File: config.mk
export PLATFORM = sky130hd
export DESIGN_NAME = serial_tx_gated
export DESIGN_NICKNAME = d
export VERILOG_FILES = /design/src/rtl/sertx_pkg.sv /design/src/rtl/sertx_baud.sv /design/src/rtl/sertx_break.sv /design/src/rtl/sertx_shift.sv /design/src/rtl/serial_tx_gated.sv
export SDC_FILE = /design/constraint.sdc
export NUM_CORES = 1
export LEC_CHECK = 0
export BUFFER_PORTS_ARGS = -buffer_cell sky130_fd_sc_hd__buf_2
export CORE_UTILIZATION = 60
export DETAILED_ROUTE_END_ITERATION = 10
export PLACE_DENSITY = 0.8
export SLEW_MARGIN = 20
export SYNTH_ARGS = -nofsm -noshare
export SYNTH_HDL_FRONTEND = slang
export SYNTH_SLANG_ARGS = --single-unit
File: constraint.sdc
create_clock -name clk -period 4.3 [get_ports clk]
set_clock_uncertainty 0.2 [all_clocks]
set_input_delay 0 -clock clk [delete_from_list [all_inputs] [get_ports clk]]
set_output_delay 0 -clock clk [all_outputs]
set_load 0.01 [all_outputs]
File: src/rtl/sertx_pkg.sv
package sertx_pkg;

  localparam int DATA_W     = 7;
  localparam int OVERSAMPLE = 16;
  localparam int FRAME_MAX  = DATA_W + 4;  // start, data, parity, two stops

  typedef struct packed {
    logic [DATA_W-1:0] data;
    logic              par_odd;
    logic              two_stop;
  } frame_req_t;

  function automatic int unsigned rate_baud(input int unsigned code);
    case (code)
      0:       return 75;
      1:       return 110;
      2:       return 150;
      3:       return 300;
      4:       return 600;
      5:       return 1200;
      6:       return 2400;
      7:       return 4800;
      8:       return 9600;
      default: return 19200;
    endcase
  endfunction

  function automatic int unsigned rate_div(input int unsigned clk_hz, input int unsigned code);
    int unsigned d;
    d = clk_hz / (OVERSAMPLE * rate_baud(code));
    return (d == 0) ? 1 : d;
  endfunction

endpackage

File: src/rtl/sertx_baud.sv
module sertx_baud import sertx_pkg::*; #(
  parameter int unsigned CLK_HZ = 100_000_000,
  parameter int          SEL_W  = 4
) (
  input  logic             clk,
  input  logic             rst,
  input  logic [SEL_W-1:0] rate_sel,
  output logic             tick16
);

  localparam int unsigned MAX_DIV = rate_div(CLK_HZ, 0);
  localparam int          DIV_W   = $clog2(MAX_DIV + 1);
  localparam int          N_CODES = 1 << SEL_W;

  logic [DIV_W-1:0] div_tab [N_CODES];

  for (genvar g = 0; g < N_CODES; g++) begin : g_tab
    assign div_tab[g] = DIV_W'(rate_div(CLK_HZ, g));
  end

  logic [SEL_W-1:0] sel_q;
  logic [DIV_W-1:0] cnt;

  always_ff @(posedge clk) begin
    if (rst) begin
      sel_q  <= '0;
      cnt    <= '0;
      tick16 <= 1'b0;
    end else begin
      sel_q  <= rate_sel;
      tick16 <= 1'b0;
      if (sel_q != rate_sel) begin
        cnt <= '0;
      end else if (cnt == div_tab[sel_q] - 1'b1) begin
        cnt    <= '0;
        tick16 <= 1'b1;
      end else begin
        cnt <= cnt + 1'b1;
      end
    end
  end

endmodule

File: src/rtl/sertx_break.sv
module sertx_break #(
  parameter int unsigned CYCLES = 25_000_000
) (
  input  logic clk,
  input  logic rst,
  input  logic req,
  output logic active
);

  localparam int CW = $clog2(CYCLES + 1);

  logic [CW-1:0] left;

  always_ff @(posedge clk) begin
    if (rst) begin
      active <= 1'b0;
      left   <= '0;
    end else if (!active) begin
      if (req) begin
        active <= 1'b1;
        left   <= CW'(CYCLES - 1);
      end
    end else if (left == '0) begin
      active <= 1'b0;
    end else begin
      left <= left - 1'b1;
    end
  end

endmodule

File: src/rtl/sertx_shift.sv
module sertx_shift import sertx_pkg::*; (
  input  logic       clk,
  input  logic       rst,
  input  logic       tick16,
  input  logic       start,
  input  frame_req_t req,
  output logic       active,
  output logic       line
);

  localparam int BW    = $clog2(FRAME_MAX + 1);
  localparam int SUB_W = $clog2(OVERSAMPLE);

  logic [FRAME_MAX-1:0] sr;
  logic [BW-1:0]        bits_left;
  logic [SUB_W-1:0]     sub;
  logic                 par_bit;

  always_comb par_bit = (^req.data) ^ req.par_odd;

  always_ff @(posedge clk) begin
    if (rst) begin
      active    <= 1'b0;
      sr        <= '1;
      bits_left <= '0;
      sub       <= '0;
    end else if (start && !active) begin
      active    <= 1'b1;
      sr        <= {2'b11, par_bit, req.data, 1'b0};
      bits_left <= req.two_stop ? BW'(FRAME_MAX) : BW'(FRAME_MAX - 1);
      sub       <= '0;
    end else if (active && tick16) begin
      if (sub == SUB_W'(OVERSAMPLE - 1)) begin
        sub       <= '0;
        sr        <= {1'b1, sr[FRAME_MAX-1:1]};
        bits_left <= bits_left - 1'b1;
        if (bits_left == BW'(1)) active <= 1'b0;
      end else begin
        sub <= sub + 1'b1;
      end
    end
  end

  assign line = active ? sr[0] : 1'b1;

endmodule

File: src/rtl/serial_tx_gated.sv
module serial_tx_gated import sertx_pkg::*; #(
  parameter int unsigned CLK_HZ   = 100_000_000,
  parameter int unsigned BREAK_MS = 250,
  parameter int          SEL_W    = 4
) (
  input  logic              clk,
  input  logic              rst,
  input  logic [DATA_W-1:0] kb_data,
  input  logic [DATA_W-1:0] bus_data,
  input  logic              use_bus,
  input  logic              load,
  input  logic [SEL_W-1:0]  rate_sel,
  input  logic              two_stop,
  input  logic              par_odd,
  input  logic              cts,
  input  logic              brk_req,
  input  logic              term_ready,
  output logic              txd,
  output logic              txd_loop,
  output logic              rts,
  output logic              dtr,
  output logic              busy
);

  localparam int unsigned BREAK_RAW = (CLK_HZ / 1000) * BREAK_MS;
  localparam int unsigned BREAK_CYC = (BREAK_RAW == 0) ? 1 : BREAK_RAW;

  logic       tick16;
  logic       brk_on;
  logic       sh_active;
  logic       sh_line;
  logic       hold_v;
  frame_req_t hold_req;
  frame_req_t load_req;
  logic       start_go;

  sertx_baud #(.CLK_HZ(CLK_HZ), .SEL_W(SEL_W)) u_baud (
    .clk      (clk),
    .rst      (rst),
    .rate_sel (rate_sel),
    .tick16   (tick16)
  );

  sertx_break #(.CYCLES(BREAK_CYC)) u_brk (
    .clk    (clk),
    .rst    (rst),
    .req    (brk_req),
    .active (brk_on)
  );

  always_comb begin
    load_req.data     = use_bus ? bus_data : kb_data;
    load_req.par_odd  = par_odd;
    load_req.two_stop = two_stop;
  end

  assign start_go = hold_v & ~sh_active & cts & ~brk_on;

  always_ff @(posedge clk) begin
    if (rst) begin
      hold_v   <= 1'b0;
      hold_req <= '0;
    end else if (start_go) begin
      hold_v <= load;
      if (load) hold_req <= load_req;
    end else if (load && !hold_v) begin
      hold_v   <= 1'b1;
      hold_req <= load_req;
    end
  end

  sertx_shift u_shift (
    .clk    (clk),
    .rst    (rst),
    .tick16 (tick16),
    .start  (start_go),
    .req    (hold_req),
    .active (sh_active),
    .line   (sh_line)
  );

  assign busy = hold_v | sh_active;

  always_ff @(posedge clk) begin
    if (rst) begin
      txd      <= 1'b1;
      txd_loop <= 1'b1;
      rts      <= 1'b0;
      dtr      <= 1'b0;
    end else begin
      txd      <= brk_on ? 1'b0 : sh_line;
      txd_loop <= brk_on ? 1'b0 : sh_line;
      rts      <= busy;
      dtr      <= term_ready;
    end
  end

endmodule

==> results of run 1 <==
## how the worst max path moves through the flow
stage	startpoint	endpoint	slack (ns)	cells past startpoint
finish	u_baud.sel_q[0]	u_baud.cnt[4]	0.33	12
detailed placement	u_baud.sel_q[0]	u_baud.cnt[4]	0.40	12
global route	u_baud.sel_q[0]	u_baud.cnt[4]	0.09	12
floorplan	u_baud.sel_q[0]	u_baud.cnt[10]	0.95	14
global placement	u_baud.sel_q[0]	u_baud.cnt[9]	0.60	12
CTS	u_baud.sel_q[0]	u_baud.cnt[4]	0.40	12
## state kept, by name (all words and copies together) (netlist names), 4 cells and up
| register | count |
|---|---|
| u_shift.sub | 4 |
| u_shift.sr | 9 |
| u_baud.sel_q | 4 |
| u_brk.left | 25 |
| u_baud.cnt | 17 |
| hold_req | 9 |
| u_shift.bits_left | 4 |
## cell usage after synthesis (3+ instances only)
cell type and count:
xnor2_1 41, nand2b_1 14, nand4b_1 4, a31oi_1 3, and3_1 8, a21oi_1 34, nor2_1 61, clkbuf_1 19
a211oi_1 11, or4_1 5, nand3_1 21, or2_2 5, buf_1 3, inv_1 18, or2_1 3, a21o_1 4
nor4_1 16, o31ai_1 4, ha_1 13, buf_4 4, or3_1 4, nor3_1 21, dfxtp_1 79, nand4_1 7
o211ai_1 18, nor2b_1 10, o21ai_0 24, nand2_1 34, mux2i_1 11, o31a_1 9, buf_2 7, and2_1 4
xor2_1 16
## layout make-up
class	count	area [sq um]	area share
Clock buffer	9	124	0.0230
Clock inverter	7	80.1	0.0149
Inverter	19	71.3	0.0133
Multi-Input combinational cell	447	2940	0.547
Sequential cell	79	1580	0.294
Tap cell	102	128	0.0237
Timing Repair Buffer	62	455	0.0847
## stage by stage
stage | total power, uW | setup slack (ns) | instance area, sq um
2_1_floorplan | 1050 | 0.954 | 4750
3_3_place_gp | 1110 | 0.596 | 4900
3_5_place_dp | 1120 | 0.404 | 4900
4_1_cts | 1720 | 0.397 | 5380
5_1_grt | 1800 | 0.0850 | 5380
6_report | 1720 | 0.326 | 5380
## layer usage
layer / track usage / vias to the layer above / part of all wire
li1: - / 2156 / -
met1: 0.343 / 2098 / 0.42
met2: 0.520 / 173 / 0.49
met3: 0.0469 / 44 / 0.055
met4: 0.164 / 0 / 0.040
met5: 0 / - / 0
## cell families after synthesis
| family | synth area share |
|---|---|
| multiplexers | 0.0232 |
| AND/OR/NAND/NOR | 0.263 |
| buffers and inverters | 0.0485 |
| flip-flops | 0.333 |
| AO/OA/AOI/OAI | 0.190 |
| adder cells (fa/ha/maj) | 0.0343 |
| XOR/XNOR | 0.109 |
## tightest hold or removal path, delay by kind of cell
kind / cells / cell delay, ns
buf+inv: 2 / 0.61
simple gates: 1 / 0.10
## power groups by stage
stage / clock, uW / sequential, uW / combinational [uW]
floorplan: 0 / 815 / 239
global placement: 0 / 828 / 283
detailed placement: 0 / 830 / 293
CTS: 586 / 813 / 316
global route: 616 / 823 / 358
finish: 579 / 816 / 328
==> summary.md, run 1 <==
| Metric | Value |
|---|---|
| Outcome | `finished clean` |
| Critical path data required time | `4.35 ns` |
| Setup repair bufs after CTS | `0` |
| Ys flop type | `dfxtp_1` |
| # rows | `32` |
| GRT overflow | `0` |
| Combinational Power Share | `0.190` |
| Fill cells | `588` |
| Bufs and invs on worst path | `1` |
| Ys async rst share | `0` |
| Most common cell after layout, fill and taps aside | `dfxtp_1` |
| Nets@finish | `658` |
| P_leak | `0.00193 uW` |
| Crit. End Element | `flop` |
| Setup CP Type | `flop to flop` |
| WL final | `11.8 mm` |
| WHS Endpoint | `dtr` |
| Core Util, Final | `0.700` |
| NetSw | `531 uW` |
| Slew Viols, Final | `0` |
| Initial antenna violation count | `0` |
| # setup viols final | `0` |
| CP Max Fanout | `16` |
| Worst slew margin | `0.329` |
| Post-CTS Resized | `0` |
| Final hold vios | `0` |
| Reg-to-Reg Start | `u_baud.sel_q[0]` |
| Yosys cell types | `66` |
| Min-Delay Path Depth | `3` |
| Number of global-route vias before repair | `4302` |
| P_int | `1190 uW` |
| Pwr Density | `320 nW/um^2` |
| Register area share after synthesis | `0.333` |
| DRT Pass-1 Iters | `5` |
| Count of maximum capacitance violations | `0` |
| Worst r2r dst | `u_baud.cnt[4]` |
| WL/cell | `16.3 um` |
| Layout cell share with drive strength beyond 1 | `0.116` |
| Total GRT Usage | `0.296` |
| Layout area overhead | `13.3%` |
| Port Buffers | `31` |
| Vias/cell | `6.17` |
| Hold Buf Count CTS | `27` |
| TNS Setup | `0 ns` |
| Via count | `4471` |
| #FFs+latches synth | `79` |
| Most frequent cells in the layout | `dfxtp_1 (79), nor2_1 (61), xnor2_1 (41), a21oi_1 (34), nand2_1 (34)` |
| CP top delay family | `simple AND/OR/NAND/NOR gates` |
| Slew @ Worst Pin | `1.00 ns` |
| Sequential power share | `0.474` |
| Max Clk Rate | `252 MHz` |
| Ys Warns | `0` |
| RSZ-0062 raised after global routing | `false` |
| Die H | `91.0 um` |
| Core footprint | `7690 sq um` |
| First-pass GRT wire length | `19.8 mm` |
| Die Area | `8270 sq um` |
| Placed insts | `682` |
| Min-delay worst type | `primary input to flop` |
| Hold path start | `term_ready` |
| R2R depth | `12` |
| Die Width | `91.0 um` |
| GP Congestion | `0.906` |
| Clock share of power | `0.336` |
| Final min period | `3.97 ns` |
| Cell count after synthesis | `579` |
| Crit path cell chain | `inv_1 -> ha_1 -> and2_1 -> a21oi_1 -> nor2_1 -> a21oi_1 -> ha_1 -> xor2_1 -> or3_1 -> nand4b_1 -> or4_1 -> o31a_1` |
| CTS root buf | `clkbuf_8` |
| Post-synth top area share | `0.333` |
| Worst VDD drop | `0.000294 V` |
| Top post-synthesis cells by area | `dfxtp_1 (33%), xnor2_1 (7.6%), nor2_1 (4.8%)` |
| Tcrit/Tclk final | `0.924` |
| Syn Nets | `619` |
| Clk_lat worst skew | `0.36 ns` |
| R2r setup slk | `0.33 ns` |
| Largest area contributor in the netlist | `dfxtp_1` |
| # diodes | `0` |
| Finished Layout Cells | `725` |
| Final ANT Viol Nets | `0` |
| Inserted Clock Buffers | `9` |
| Slowest cell on the critical path | `or4_1` |
| CTS sink count | `79` |
| Final Hold Slack | `0.184 ns` |
| CTS Buffer Depth | `2` |
| CP startpoint kind | `flop` |
| Detailed placement HPWL | `7.26 mm` |
| Drt first-iter violations | `317` |
| Clk slew on worst S/H paths | `0.08 ns` |
| Sw Ratio | `0.308` |
| Mapped cell area | `4750 sq um` |
| Critical Path AT | `4.02 ns` |
| Post-Syn Area per Cell | `8.20 sq um` |
| H-tree depth | `3` |
| Starting density of the core | `0.618` |
| Residual DRC | `0` |
| # IOs | `32` |
| Largest net degree at the start of global routing | `58` |
| TritonCTS clock tree | `yes` |
| Max incr delay on CP | `0.70 ns` |
| Post-synth EDFFs | `0` |
Note: power is estimated with default switching activity, not from simulation.
==> inputs of run 2 (changes only) <==
==> constraint.sdc (replaced) <==
create_clock -name clk -period 4.3 [get_ports clk]
set_clock_uncertainty 0.2 [all_clocks]
set_input_delay 0.43 -clock clk [delete_from_list [all_inputs] [get_ports clk]]
set_output_delay 0.43 -clock clk [all_outputs]
set_load 0.01 [all_outputs]
==> run 2 against run 1 <==
Compared with the run above: routed wire length is 13% lower; register-to-register slack better by 0.02 ns; critical path depth stayed put; maximum frequency is 0.44% higher.
==> summary.md, run 2 (synthesis gave the netlist of run 1 again) <==
| Metric | Value |
|---|---|
| Outcome | `finished clean` |
| Placed insts | `682 (unchanged)` |
| Initial antenna violation count | `0 (unchanged)` |
| Pwr Density | `314 nW/um^2 (-2.0%)` |
| First-pass GRT wire length | `17.6 mm (-11%)` |
| # setup viols final | `0 (unchanged)` |
| Max Clk Rate | `253 MHz (+0.44%)` |
| DRT Pass-1 Iters | `5 (unchanged)` |
| Final hold vios | `0 (unchanged)` |
| CP startpoint kind | `flop` |
| Final min period | `3.96 ns (-0.0175 ns)` |
| Min-delay worst type | `primary input to flop` |
| Port Buffers | `31 (unchanged)` |
| Max reg flops | `25 (unchanged)` |
| Combinational Power Share | `0.185 (-0.005)` |
| CTS Buffer Depth | `2 (unchanged)` |
| Placed Area | `4900 sq um (unchanged)` |
| Hold Buf Count CTS | `0 (-100%)` |
| Setup CP Type | `flop to flop` |
| Inserted Clock Buffers | `9 (unchanged)` |
| Nets@finish | `631 (-4.1%)` |
| Sequential power share | `0.512 (+0.038)` |
| Sw Ratio | `0.305 (-0.00263)` |
| Most common cell after layout, fill and taps aside | `dfxtp_1` |
| CTS sink count | `79 (unchanged)` |
| Slew @ Worst Pin | `1.00 ns (-0.000771 ns)` |
| Tcrit/Tclk final | `0.920 (-0.00408)` |
| Detailed placement HPWL | `7.26 mm (about the same)` |
| P_leak | `0.00179 uW (-7.0%)` |
| Residual DRC | `0 (unchanged)` |
| Via count | `4184 (-6.4%)` |
| Count of maximum capacitance violations | `0 (unchanged)` |
| WL/cell | `14.8 um (-9.1%)` |
| Slew Viols, Final | `0 (unchanged)` |
| RSZ-0062 raised after global routing | `false` |
| Drt first-iter violations | `306 (-3.5%)` |
| Final standard cell area without fillers | `5070 sq um (-5.8%)` |
| H-tree depth | `3 (unchanged)` |
| Final Hold Slack | `0.0756 ns (-0.108 ns)` |
| # rows | `32 (unchanged)` |
| Pre-CTS setup slack | `0.346 ns (-0.0576 ns)` |
| Setup repair bufs after CTS | `0 (unchanged)` |
| Die Width | `91.0 um (unchanged)` |
| Layout area overhead | `6.77%` |
| Core footprint | `7690 sq um (unchanged)` |
| Worst slew margin | `0.329 (+0.000516)` |
| Final ANT Viol Nets | `0 (unchanged)` |
| P_int | `1100 uW (-7.3%)` |
| GRT overflow | `0 (unchanged)` |
| Clk_lat worst skew | `0.36 ns (about the same)` |
| Number of global-route vias before repair | `3943 (-8.3%)` |
| Finished Layout Cells | `697 (-3.9%)` |
| CP Max Fanout | `16 (unchanged)` |
| Die H | `91.0 um (unchanged)` |
| # IOs | `32 (unchanged)` |
| Crit. End Element | `flop` |
| GP Congestion | `0.896 (-1.0%)` |
| Largest net degree at the start of global routing | `57 (-1.7%)` |
| WL final | `10.3 mm (-13%)` |
| Worst VDD drop | `0.000254 V (-14%)` |
| Starting density of the core | `0.618 (unchanged)` |
| Clk slew on worst S/H paths | `0.08 ns (about the same)` |
| Most frequent cells in the layout | `dfxtp_1 (79), nor2_1 (61), xnor2_1 (41), a21oi_1 (34), nand2_1 (34)` |
| CTS root buf | `clkbuf_8` |
| Layout cell share with drive strength beyond 1 | `0.118 (+0.00208)` |
| Post-CTS Resized | `0 (unchanged)` |
| Vias/cell | `6.00 (-2.7%)` |
| TritonCTS clock tree | `yes` |
| Critical path data required time | `4.35 ns (about the same)` |
| Clock share of power | `0.303 (-0.033)` |
| Total GRT Usage | `0.259 (-0.0374)` |
| Fill cells | `659 (+12%)` |
| Die Area | `8270 sq um (unchanged)` |
| Top flop regs | `u_brk.left (25), u_baud.cnt (17)` |
| NetSw | `486 uW (-8.5%)` |
| Reg with most FFs | `u_brk.left` |
| TNS Setup | `0 ns (unchanged)` |
| Final WS setup | `0.344 ns (+0.0175 ns)` |
| Critical Path AT | `4.01 ns (about the same)` |
| # diodes | `0 (unchanged)` |
run 2: layout make-up:
cell class / count / area (sq um) / area share
multi-input combinational: 447 / 2940 / 0.580
sequential: 79 / 1580 / 0.312
timing repair buffer: 35 / 185 / 0.0365
clock buffer: 10 / 128 / 0.0252
tap: 102 / 128 / 0.0252
inverter: 19 / 71.3 / 0.0141
clock inverter: 5 / 35.0 / 0.00691
run 2: metrics by stage:
stage,power [uW],util
6_report,1590,0.659
5_1_grt,1670,0.659
3_3_place_gp,1110,0.638
2_1_floorplan,1050,-
4_1_cts,1600,0.659
3_5_place_dp,1120,0.638
run 2: power groups by stage:
stage | Sequential [uW] | Clock (uW) | Combinational [uW]
floorplan | 815 | 0 | 239
global placement | 828 | 0 | 284
detailed placement | 831 | 0 | 291
CTS | 813 | 492 | 293
global route | 821 | 524 | 326
finish | 814 | 482 | 295
run 2: per-layer routing:
metal  vias up  part of all wire  GRT usage  routed length, um
met2       110              0.48      0.434               4990
met3        15             0.047     0.0410                488
met1      1965              0.45      0.329               4680
li1       2094                 -          -                  -
met4         0             0.017      0.114                171
met5         -                 0          0                  0
run 2: worst max-delay path, stage by stage (launching register included):
cell and delay, ns:
dfxtp_1 0.63, inv_1 0.26, ha_1 0.36, and2_1 0.20
a21oi_1 0.13, nor2_1 0.06, a21oi_1 0.17, ha_1 0.21
xor2_1 0.18, or3_1 0.13, nand4b_1 0.30, or4_1 0.70
o31a_1 0.31
run 2: path summary, 6_finish.rpt:
check,from,to,slack [ns],cells past startpoint
hold reg to reg,u_brk.left[24],u_brk.left[24],0.31,2
hold / removal,term_ready,dtr,0.08,2
setup / recovery,u_baud.sel_q[0],u_baud.cnt[9],0.34,12
setup reg to reg,u_baud.sel_q[0],u_baud.cnt[9],0.34,12
==> inputs of run 3 (changes only) <==
--- a/config.mk
+++ b/config.mk
@@ -6,9 +6,11 @@
 export NUM_CORES = 1
 export LEC_CHECK = 0
 export BUFFER_PORTS_ARGS = -buffer_cell sky130_fd_sc_hd__buf_2
+export CORE_ASPECT_RATIO = 0.75
 export CORE_UTILIZATION = 60
 export DETAILED_ROUTE_END_ITERATION = 10
 export PLACE_DENSITY = 0.8
+export SETUP_SLACK_MARGIN = 0.4
 export SLEW_MARGIN = 20
 export SYNTH_ARGS = -nofsm -noshare
 export SYNTH_HDL_FRONTEND = slang
==> run 3 against run 2 <==
Compared with the run above: non-clock buffer count grew 3; sequential share of layout area shrank 0.21 points; clock power grew 8.1%; worst setup slack gained 0.38 ns; flip-flop and latch count is the same; critical path type unchanged; final area grew 0.84%; core utilization grew 2.2 points; final cell count grew 0.43%; global-route usage grew 1.4 points; routed wire length grew 6.4%; die area is essentially flat; power grew 3.2%.
==> summary.md, run 3 (synthesis gave the netlist of run 1 again) <==
| Metric | Value |
|---|---|
| Outcome | `finished clean` |
| GP Congestion | `0.930 (+3.8%)` |
| # diodes | `0 (unchanged)` |
| Pwr Total | `1640 uW (+3.2%)` |
| RSZ-0062 raised after global routing | `false` |
| CTS sink count | `79 (unchanged)` |
| Final min period | `3.57 ns (-0.383 ns)` |
| Core footprint | `7500 sq um (-2.4%)` |
| Max reg flops | `25 (unchanged)` |
| TritonCTS clock tree | `yes` |
| Nets@finish | `634 (+0.48%)` |
| Clk slew on worst S/H paths | `0.08 ns (about the same)` |
| Slew Viols, Final | `0 (unchanged)` |
| GRT overflow | `0 (unchanged)` |
| Max incr delay on CP | `0.75 ns (+0.05 ns)` |
| Port Buffers | `31 (unchanged)` |
| Layout area overhead | `7.67%` |
| CTS Buffer Depth | `2 (unchanged)` |
| Hold path start | `load` |
| NetSw | `499 uW (+2.7%)` |
| # rows | `27 (-16%)` |
| Vias/cell | `6.14 (+2.2%)` |
| TNS Setup | `0 ns (unchanged)` |
| Number of global-route vias before repair | `3895 (-1.2%)` |
| P_int | `1140 uW (+3.3%)` |
| Top flop regs | `u_brk.left (25), u_baud.cnt (17)` |
| Bufs and invs on worst path | `1 (unchanged)` |
| P_leak | `0.00182 uW (+1.5%)` |
| First-pass GRT wire length | `18.3 mm (+4.2%)` |
| Starting density of the core | `0.633 (+0.0155)` |
| Final hold vios | `0 (unchanged)` |
| Tcrit/Tclk final | `0.831 (-0.0891)` |
| CP Max Fanout | `16 (unchanged)` |
| CP startpoint kind | `flop` |
| Max Clk Rate | `280 MHz (+11%)` |
| Worst VDD drop | `0.000182 V (-28%)` |
| Inserted Clock Buffers | `9 (unchanged)` |
| Reg with most FFs | `u_brk.left` |
| Min-Delay Path Depth | `3 (+1)` |
| WL final | `11.0 mm (+6.4%)` |
| Sequential power share | `0.496 (-0.016)` |
| WL/cell | `15.7 um (+5.9%)` |
| # IOs | `32 (unchanged)` |
| Fill cells | `646 (-2.0%)` |
| Count of maximum capacitance violations | `0 (unchanged)` |
| H-tree depth | `3 (unchanged)` |
| Die H | `79.0 um (-13%)` |
| Clock share of power | `0.317 (+0.014)` |
| R2R depth | `12 (unchanged)` |
| Die Width | `105 um (+15%)` |
| Critical Path AT | `3.57 ns (-0.44 ns)` |
| Worst Setup SP | `u_baud.sel_q[0]` |
| Worst path depth | `12 (unchanged)` |
| CTS root buf | `clkbuf_8` |
| Critical path data required time | `4.30 ns (-0.05 ns)` |
| Layout cell share with drive strength beyond 1 | `0.129 (+0.0109)` |
| Drt first-iter violations | `373 (+22%)` |
| Die Area | `8280 sq um (about the same)` |
| CP top delay family | `simple AND/OR/NAND/NOR gates` |
| Detailed placement HPWL | `7.71 mm (+6.2%)` |
| Most common cell after layout, fill and taps aside | `dfxtp_1` |
| Min-delay worst type | `primary input to flop` |
| Hold Buf Count CTS | `0 (unchanged)` |
| Initial antenna violation count | `0 (unchanged)` |
| Slew @ Worst Pin | `1.01 ns (+0.0126 ns)` |
| Crit path cell chain | `inv_1 -> ha_1 -> and2_1 -> a21oi_1 -> nor2_1 -> a21oi_1 -> ha_1 -> xnor2_1 -> nor2_1 -> nand4_1 -> nor4_2 -> o211ai_1` |
| Worst slew margin | `0.319 (-0.0100)` |
| Total GRT Usage | `0.273 (+0.0139)` |
| Most frequent cells in the layout | `dfxtp_1 (77), nor2_1 (61), xnor2_1 (41), a21oi_1 (34), nand2_1 (34)` |
| Largest net degree at the start of global routing | `58 (+1.8%)` |
| Sw Ratio | `0.304 (-0.00131)` |
| Crit. End Element | `flop` |
| Reg-to-Reg Start | `u_baud.sel_q[0]` |
| Setup CP Type | `flop to flop` |
| Via count | `4296 (+2.7%)` |
| Pwr Density | `321 nW/um^2 (+2.3%)` |
| DRT Pass-1 Iters | `5 (unchanged)` |
| Combinational Power Share | `0.186 (about the same)` |
| Clk_lat worst skew | `0.35 ns (about the same)` |
| Final ANT Viol Nets | `0 (unchanged)` |
| Residual DRC | `0 (unchanged)` |
| Slowest cell on the critical path | `nor4_2` |
| # setup viols final | `0 (unchanged)` |
## run 3: changes by cell type in the layout (fill, tap and decap cells not counted), sizes merged
cell / change
buf: +3
clkbuf: +1
## run 3: layout make-up
| cell class | instances | area [sq um] | area share |
|---|---|---|---|
| clock inverters | 5 | 31.3 | 0.00612 |
| well taps | 101 | 126 | 0.0247 |
| inverters | 19 | 71.3 | 0.0140 |
| clock buffers | 11 | 151 | 0.0296 |
| repair buffers | 38 | 208 | 0.0406 |
| multi-input cells | 447 | 2940 | 0.575 |
| flip-flops and latches | 79 | 1580 | 0.310 |
## run 3: power groups by stage
stage	Combinational [uW]	Sequential, uW	Clock (uW)
after CTS	299	813	527
after global placement	286	827	0
after detailed placement	295	830	0
after floorplan	239	815	0
after global routing	337	820	562
final	306	815	521
## run 3: worst reg2reg max path: stages, from the launching register on
cell and delay, ns:
dfxtp_2 0.49, inv_1 0.21, ha_1 0.36, and2_1 0.20, a21oi_1 0.12, nor2_1 0.06, a21oi_1 0.17, ha_1 0.26
xnor2_1 0.15, nor2_1 0.11, nand4_1 0.13, nor4_2 0.75, o211ai_1 0.21
## run 3: worst paths after layout
| path | end | slack (ns) |
|---|---|---|
| setup / recovery | u_baud.cnt[0] | 0.73 |
| hold / removal | hold_v | 0.11 |
| setup reg to reg | u_baud.cnt[0] | 0.73 |
| hold reg to reg | u_brk.left[24] | 0.32 |
## run 3: layer usage
metal | global-route usage | routed length, um | vias up
li1 | - | - | 2107
met1 | 0.369 | 5290 | 2031
met2 | 0.430 | 4880 | 150
met3 | 0.0698 | 752 | 8
met4 | 0.0775 | 65 | 0
met5 | 0 | 0 | -
## run 3: per-stage QoR
| stage | instance area, sq um | hold slack [ns] | utilization | setup slack, ns | instances |
|---|---|---|---|---|---|
| 3_3_place_gp | 4910 | 0.284 | 0.654 | 0.613 | 682 |
| 4_1_cts | 5090 | 0.109 | 0.679 | 0.453 | 698 |
| 5_1_grt | 5110 | 0.112 | 0.682 | 0.418 | 700 |
| 2_1_floorplan | 4750 | 0.261 | - | 0.954 | 579 |
| 6_report | 5110 | 0.108 | 0.682 | 0.727 | 700 |
| 3_5_place_dp | 4910 | 0.305 | 0.654 | 0.359 | 682 |
## run 3: repair_timing
item | in CTS | in global routing
hold endpoints to repair | 0 | 0
pin swaps | 0 | 1
setup buffers | 0 | 2
setup endpoints to repair | 9 | 18
resized for setup | 1 | 2
